**config.mk**
```make
export PLATFORM = sky130hd
export DESIGN_NAME = fbuf_swap_ctrl
export DESIGN_NICKNAME = d
export VERILOG_FILES = /design/src/rtl/fbuf_pkg.sv /design/src/rtl/fbuf_swap_ctl.sv /design/src/rtl/fbuf_addr_dp.sv /design/src/rtl/fbuf_swap_ctrl.sv
export SDC_FILE = /design/constraint.sdc
export NUM_CORES = 1
export LEC_CHECK = 0
export BUFFER_PORTS_ARGS = -buffer_cell sky130_fd_sc_hd__buf_2
export CORE_MARGIN = 2
export CORE_UTILIZATION = 43
export CTS_CLUSTER_SIZE = 20
export DETAILED_ROUTE_END_ITERATION = 12
export HOLD_SLACK_MARGIN = 0.02
export PLACE_DENSITY = 0.84
export REMOVE_ABC_BUFFERS = 1
export SETUP_SLACK_MARGIN = 0.1
export SYNTH_ARGS = -nofsm -noshare
export SYNTH_HDL_FRONTEND = slang
export SYNTH_SLANG_ARGS = --single-unit
```
**constraint.sdc**
```tcl
create_clock -name clk -period 2.3 [get_ports clk]
set_clock_uncertainty 0.1 [all_clocks]
set_input_delay 0.115 -clock clk [delete_from_list [all_inputs] [get_ports clk]]
set_output_delay 0.115 -clock clk [all_outputs]
set_load 0.05 [all_outputs]
```
**src/rtl/fbuf_pkg.sv**
```systemverilog
package fbuf_pkg;
  localparam int NUM_BUF = 3;
  typedef logic [1:0] bufIdx_t;

  typedef struct packed {
    logic wrSwap;
    logic rdSwap;
  } swapStrobe_t;

  function automatic int unsigned roundUp(input int unsigned val, input int unsigned mult);
    return ((val + mult - 1) / mult) * mult;
  endfunction
endpackage

```
**src/rtl/fbuf_swap_ctl.sv**
```systemverilog
module fbuf_swap_ctl
  import fbuf_pkg::*;
(
  input  logic        clk,
  input  logic        rstN,
  input  logic        wrFrameDone,
  input  logic        rdFrameDone,
  output swapStrobe_t strobe,
  output logic        wrDrop,
  output logic        rdRepeat
);
  logic spareFresh;
  logic freshAfterWr;
  logic freshNext;

  // Write step first, then read step sees the result.
  always_comb begin
    strobe.wrSwap = wrFrameDone && !spareFresh;
    freshAfterWr  = strobe.wrSwap ? 1'b1 : spareFresh;
    strobe.rdSwap = rdFrameDone && freshAfterWr;
    freshNext     = strobe.rdSwap ? 1'b0 : freshAfterWr;
  end

  always_ff @(posedge clk) begin
    if (!rstN) begin
      spareFresh <= 1'b0;
      wrDrop     <= 1'b0;
      rdRepeat   <= 1'b0;
    end else begin
      spareFresh <= freshNext;
      wrDrop     <= wrFrameDone && spareFresh;
      rdRepeat   <= rdFrameDone && !freshAfterWr;
    end
  end
endmodule

```
**src/rtl/fbuf_addr_dp.sv**
```systemverilog
module fbuf_addr_dp
  import fbuf_pkg::*;
#(
  parameter int ADDR_W      = 32,
  parameter int unsigned BASE_AL  = 256,
  parameter int unsigned FRAME_AL = 1024
) (
  input  logic              clk,
  input  logic              rstN,
  input  swapStrobe_t       strobe,
  output bufIdx_t           wrIdx,
  output bufIdx_t           rdIdx,
  output logic [ADDR_W-1:0] wrBase,
  output logic [ADDR_W-1:0] rdBase
);
  bufIdx_t spIdx;
  bufIdx_t wrNext, rdNext, spNext;
  logic [ADDR_W-1:0] baseTab [NUM_BUF];

  for (genvar g = 0; g < NUM_BUF; g++) begin : gBase
    assign baseTab[g] = ADDR_W'(BASE_AL + g * FRAME_AL);
  end

  function automatic logic [ADDR_W-1:0] pickBase(input bufIdx_t idx);
    case (idx)
      2'd1:    return baseTab[1];
      2'd2:    return baseTab[2];
      default: return baseTab[0];
    endcase
  endfunction

  always_comb begin
    wrNext = wrIdx;
    rdNext = rdIdx;
    spNext = spIdx;
    unique case ({strobe.wrSwap, strobe.rdSwap})
      2'b11: begin wrNext = spIdx; rdNext = wrIdx; spNext = rdIdx; end
      2'b10: begin wrNext = spIdx; spNext = wrIdx; end
      2'b01: begin rdNext = spIdx; spNext = rdIdx; end
      default: ;
    endcase
  end

  always_ff @(posedge clk) begin
    if (!rstN) begin
      wrIdx  <= 2'd0;
      rdIdx  <= 2'd1;
      spIdx  <= 2'd2;
      wrBase <= baseTab[0];
      rdBase <= baseTab[1];
    end else begin
      wrIdx  <= wrNext;
      rdIdx  <= rdNext;
      spIdx  <= spNext;
      wrBase <= pickBase(wrNext);
      rdBase <= pickBase(rdNext);
    end
  end
endmodule

```
**src/rtl/fbuf_swap_ctrl.sv**
```systemverilog
module fbuf_swap_ctrl
  import fbuf_pkg::*;
#(
  parameter int ADDR_W      = 32,
  parameter int REGION_BASE = 32'h80,
  parameter int FRAME_BYTES = 1000,
  parameter int WR_BURST    = 64,
  parameter int RD_BURST    = 256
) (
  input  logic              clk,
  input  logic              rstN,
  input  logic              wrFrameDone,
  input  logic              rdFrameDone,
  output logic [1:0]        wrIdx,
  output logic [1:0]        rdIdx,
  output logic [ADDR_W-1:0] wrBase,
  output logic [ADDR_W-1:0] rdBase,
  output logic              wrDrop,
  output logic              rdRepeat
);
  localparam int unsigned ALIGN    = (WR_BURST > RD_BURST) ? WR_BURST : RD_BURST;
  localparam int unsigned BASE_AL  = roundUp(REGION_BASE, ALIGN);
  localparam int unsigned FRAME_AL = roundUp(FRAME_BYTES, ALIGN);

  swapStrobe_t strobe;

  fbuf_swap_ctl uCtl (
    .clk(clk), .rstN(rstN),
    .wrFrameDone(wrFrameDone), .rdFrameDone(rdFrameDone),
    .strobe(strobe), .wrDrop(wrDrop), .rdRepeat(rdRepeat)
  );

  fbuf_addr_dp #(.ADDR_W(ADDR_W), .BASE_AL(BASE_AL), .FRAME_AL(FRAME_AL)) uDp (
    .clk(clk), .rstN(rstN), .strobe(strobe),
    .wrIdx(wrIdx), .rdIdx(rdIdx), .wrBase(wrBase), .rdBase(rdBase)
  );
endmodule

```
=== Yosys cells after proc, flatten, opt, wreduce, memory -nomap -nowiden ===
Index checks and enable logic that the tools add are counted.
Widths: inputs -> output; s select.

* Word-level logic and storage cells: 32
* Output and inout port bits: 70
* Flip-flop bits (word level): 73
* Input port bits: 4

* Equality and inequality tests: 7
* Reductions and logical operators: 10
* Muxes and demuxes: 6
* Bitwise operators: 1

{| class="wikitable"
|+ Operators with widths
! cell !! number
|-
| $pmux 12 s2 || 2
|-
| $eq 2x2->1 const B || 4
|-
| $pmux 2 s2 || 2
|-
| $eq 2x1->1 const B || 3
|-
| $reduce_or 2->1 || 3
|-
| $logic_and 1x1->1 || 4
|-
| $logic_not 1->1 || 2
|-
| $mux 2 || 1
|-
| $reduce_bool 2->1 || 1
|-
| $mux 1 || 1
|-
| $not 1->1 || 1
|}

=== Logic depth before layout (Yosys ltp) ===
* Depth after elaboration: 9
* Gate-level depth with buffers: 6
* Depth with buffers taken out: 4

=== Cells and area by module ===
Synthesis repeated with hierarchy kept, for this count alone.

* Cells, all modules: 103
* Area, all modules: 915.9 um2

{| class="wikitable"
|+ By module, submodules not included
! module !! cells an instance !! sequential area each (um2) !! instances !! area each (um2)
|-
| fbuf_addr_dp || 94 || 200.2 || 1 || 813.3
|-
| fbuf_swap_ctl || 9 || 60.1 || 1 || 102.6
|}

=== Worst setup path before layout ===
Ideal clock, no wire load.

* Path type: reg-to-reg
* Start point: register uDp.wrIdx[0]
* End point: register uDp.rdBase[11]
* Buffers on the path: 0
* Library setup time: 115 ps
* Stages on the path, launching flop included: 5
* Slack: 922 ps
* Data required time: 2085 ps
* Clock period less this slack: 1378 ps
* Arrival time: 1162 ps
* Cell sequence: dfxtp_1 -> inv_1 -> a31oi_1 -> o21ai_1 -> and3_1

* Word-level cells in the longest chain between the ends: 3
* Elaborated cells on any way between the ends: 4
* Classes of those cells: eq/ne: 2; mux: 2

{| class="wikitable"
|+ Ends and longest elaborated chain
! element !! line !! source
|-
| from (decl) || fbuf_addr_dp.sv:11 || <nowiki>output bufIdx_t wrIdx,</nowiki>
|-
| from (signal assigned) || fbuf_addr_dp.sv:52 || <nowiki>wrIdx <= wrNext;</nowiki>
|-
| $pmux 2 s2 * || fbuf_addr_dp.sv:36 || <nowiki>unique case ({strobe.wrSwap, strobe.rdSwap})</nowiki>
|-
| $eq 2x2->1 / $eq 2x1->1 (equally long branches) || fbuf_addr_dp.sv:25 || <nowiki>case (idx)</nowiki>
|-
| $pmux 12 s2 * || fbuf_addr_dp.sv:25 ||
|-
| to (signal assigned) || fbuf_addr_dp.sv:50 || <nowiki>rdBase <= baseTab[1];</nowiki>
|-
| to (signal assigned) || fbuf_addr_dp.sv:56 || <nowiki>rdBase <= pickBase(rdNext);</nowiki>
|-
| to (decl) || fbuf_addr_dp.sv:14 || <nowiki>output logic [ADDR_W-1:0] rdBase</nowiki>
|}

Mark *: on every way between the ends. The rest lies on a longest branch, timed or not.
A chain may end at the register's enable or synchronous reset.

=== Final worst setup path ===
* Start point: register uCtl.spareFresh
* End point: register uDp.rdBase[11]

* Word-level cells in the longest chain between the ends: 8
* Elaborated cells on any way between the ends: 10
* Classes of those cells: eq/ne: 4; mux: 3; reduce/logical: 3

{| class="wikitable"
|+ Ends and longest elaborated chain
! element !! line !! source
|-
| from (decl) || fbuf_swap_ctl.sv:12 || <nowiki>logic spareFresh;</nowiki>
|-
| from (signal assigned) || fbuf_swap_ctl.sv:30 || <nowiki>spareFresh <= freshNext;</nowiki>
|-
| $logic_not 1->1 || fbuf_swap_ctl.sv:18 || <nowiki>strobe.wrSwap = wrFrameDone && !spareFresh;</nowiki>
|-
| $logic_and 1x1->1 || fbuf_swap_ctl.sv:18 ||
|-
| $mux 1 || fbuf_swap_ctl.sv:19 || <nowiki>freshAfterWr = strobe.wrSwap ? 1'b1 : spareFresh;</nowiki>
|-
| $logic_and 1x1->1 || fbuf_swap_ctl.sv:20 || <nowiki>strobe.rdSwap = rdFrameDone && freshAfterWr;</nowiki>
|-
| $eq 2x1->1 / $eq 2x2->1 (equally long branches) || fbuf_addr_dp.sv:36 ||
|-
| $pmux 2 s2 * || fbuf_addr_dp.sv:36 ||
|-
| $eq 2x2->1 / $eq 2x1->1 (equally long branches) || fbuf_addr_dp.sv:25 ||
|-
| $pmux 12 s2 * || fbuf_addr_dp.sv:25 ||
|}

Marks and branches as above.

==> summary.md <==
| Metric | Value |
|---|---|
| Setup Total Neg Slack | 0 ns |
| Cells on Worst Hold Path | 2 |
| Worst path cell trace | nand2_1, o32ai_1, nor2_2, and3_1 |
| Root Driver | clkbuf_4 |
| Reg2reg path depth | 4 |
| Initial antenna violation count | 0 |
| Detailed placement HPWL | 1070 um |
| Hold endpoint | uDp.spIdx[0]$_SDFFE_PN0P_ |
| Core Rows | 17 |
| Primary FF master, synth | dfxtp_1 |
| Layout area overhead | -12.6% |
| Number of diodes | 0 |
| CP endpoint kind | flip-flop |
| Synth Area in Compound Gates | approximately a tenth |
| Die W | 52.8 um |
| Status | complete, no violations |
| Clk sink count | 13 |
| Top post-synthesis cells by area | buf_4 (44%), dfxtp_1 (25%), buf_6 (2.2%) |
| Crit-path slowest cell | dfxtp_1 |
| CP peak stage delay | 0.51 ns |
| Via count | 619 |
| Min-Delay Startpoint | wrFrameDone |
| Place WS | 1.02 ns |
| Most frequent cells in the layout | conb_1 (60), buf_2 (13), dfxtp_1 (13), nand2_1 (5), inv_1 (4) |
| Starting Density | 45.8% |
| Overflow after GRT | 0 |
| Number of synthesized flops with an enable pin | 0 |
| Later-pin clock latency in the skew report | 0.27 ns |
| Clk pwr share | 19.3% |
| Max-Cap Viols | 0 |
| Startpoint class of the critical path | flip-flop |
| Maximum vdd ir drop | 0.350 mV |
| Final Cycle Share | 56.7% |
| Gr usage total | 9.43% |
| Wirelength per Cell | around 8 um |
| PwrDens | ~790 mW/mm2 |
| Deepest clock path buffer count | 2 |
| Final setup vio count | 0 |
| Mux share of post-synthesis cell area | 0.978% |
| Yosys cell types | 33 |
| CTS buffer count | 3 |
| Largest delay share family, worst path | flip-flops |
| Final-stage net count | 139 |
| P_int | ~0.00034 W |
| Area of the multi-input gates | around 480 um2 |
| Critical path origin | uCtl.spareFresh$_SDFF_PP0_ |
| Hold WC Path Type | input port to flip-flop |
| Post-synth top area share | 44.0% |
| Fin crit period | 1.30 ns |
| Die ar. | 0.00279 mm2 |
| Critical path type | flip-flop to flip-flop |
| Post-synthesis sequential area ratio | 25.4% |
| H-tree depth | 1 |
| R2R Path Start | uCtl.spareFresh$_SDFF_PP0_ |
| DRT antenna net count | 0 |
| Vias in the first global route | roughly 460 |
| Worst Path Required | 2.37 ns |
| Synth Area in Adders | 0% |
| Starting DRC count in detailed routing | 22 |
| Mapped Cells | 122 |
| Final worst slack | 0.996 ns |
| Largest fanout on the critical path | 10 |
| Ports | 74 |
| Share of cells above drive strength 1 | 16.4% |
| Sw frac | 52.0% |
| Synth Area in XOR/XNOR | 0% |
| Post-synthesis async set-or-reset flop share | 0% |
| Pin count of the biggest net entering global routing | 14 |
| Lkg Pwr | between 0.4 and 0.5 nW |
| Simple-Gate Fraction of Synth Area | roughly 14% |
| PortBufs | 13 |
| Post-CTS setup buffer count | 0 |
| First-pass GRT wire length | 1900 um |
| Cell area after synthesis | 0.00102 mm2 |
| Final hold viol count | 0 |
| Placer congestion estimate | between 0.7 and 0.8 |
| Core box area | 0.00223 mm2 |
| Worst path bufs/invs | 0 |
| Synthesized area per cell | 8.39 um2 |
| Combinational Power Share | between 40% and 50% |
| Vias/cell | 3.82 |
| Pre-antenna DRT Iters | 4 |
| Synthesized flop and latch total | 13 |
| # DRC | 0 |
| Final WL | about 1300 um |
| Synth area leader | buf_4 |
| CTS tree | built |
| RSZ-0062 raised after global routing | no |
| Most common cell after layout, fill and taps aside | conb_1 |
| Die Ht | ~53 um |
| Fill cell count | roughly 230 |
| Critical path data arrival time | 1.38 ns |
| NetSw | 0.000369 W |
| Sequential Power Share | 35.8% |
| Slew Viols, Final | 0 |
| Max Freq | roughly 770 MHz |
| Reg clk slew, reported paths | 0.07 ns |
| Worst R2R Setup Slack | 1.0 ns |
| Worst flop-to-flop path endpoint | uDp.rdBase[11]$_SDFF_PN0_ |
| Main combinational cell family by area after synthesis | buffers and inverters |
| Synth Warn # | 0 |
| Reg area | ~260 um2 |
-- sequential cells by signal, indices dropped and copies added (netlist names) --
register         flops
uCtl.spareFresh      1
uDp.spIdx            2
uDp.wrBase           2
uCtl.wrDrop          1
uCtl.rdRepeat        1
uDp.wrIdx            2
uDp.rdBase           2
uDp.rdIdx            2
-- layer usage --
layer / wire length (um) / GRT usage [%]
met5: 0 / 0
met1: 458 / 10.5
met4: 24 / 5.13
met2: 651 / 16.0
met3: 186 / 2.57
-- synth_stat cells, types with 2 or more instances --
master,number
conb_1,2
a31oi_1,3
buf_6,2
inv_1,4
o21ai_1,2
and3_1,2
and2_1,2
dfxtp_1,13
nor2b_1,3
buf_4,60
o21ai_0,2
nor2_1,2
nand2_1,5
-- cells by family after synthesis --
family / count (synthesis)
muxes: 1
buffers and inverters: 68
DFF: 13
other: 2
AOI/OAI and AO/OA: 15
and+or+nand+nor: 23
-- worst max-delay path by stage --
stage | to | slack [ns] | cells past startpoint
CTS | uDp.rdBase[11]$_SDFF_PN0_ | 1.01 | 4
floorplan | uDp.rdBase[11]$_SDFF_PN0_ | 0.91 | 4
global placement | uDp.rdBase[11]$_SDFF_PN0_ | 1.07 | 4
detailed placement | uDp.rdBase[11]$_SDFF_PN0_ | 1.02 | 4
global route | uDp.rdBase[11]$_SDFF_PN0_ | 0.91 | 4
finish | uDp.rdBase[11]$_SDFF_PN0_ | 1.0 | 4
-- worst register-to-register path, stage by stage (launching register included) --
cell and delay [ns]:
dfxtp_1 0.51, nand2_1 0.14, o32ai_1 0.20, nor2_2 0.09, and3_1 0.17
-- power groups by stage --
stage	sequential, W	clock (W)	combinational, W
floorplan	0.000295	0	0.000250
global placement	0.000259	0	0.000314
detailed placement	0.000259	0	0.000316
CTS	0.000254	0.000141	0.000317
global route	0.000257	0.000155	0.000333
finish	0.000254	0.000137	0.000319
-- area by class of cell --
type | instances | area share (%)
multi-input combinational | 99 | 54.0
sequential | 13 | 29.1
timing repair buffer | 14 | 8.39
tap | 28 | 3.92
clock buffer | 4 | 2.94
inverter | 4 | 1.68
-- timing repair --
action / in CTS / in global routing
resized for setup: 0 / 0
hold endpoints to repair: 1 / 0
hold buffers: 1 / 0
-- stage by stage --
step	util (%)	cell area, um2	total power (W)	hold WS, ns	cells
finish	40.1	895	0.000709	0.0398	162
floorplan	-	758	0.000545	0.0769	116
global route	40.1	895	0.000745	0.0559	162
CTS	40.1	895	0.000712	0.0330	162
global placement	38.4	858	0.000573	0.292	157
detailed placement	38.4	858	0.000575	0.288	157
Note: power is estimated with default switching activity, not from simulation.
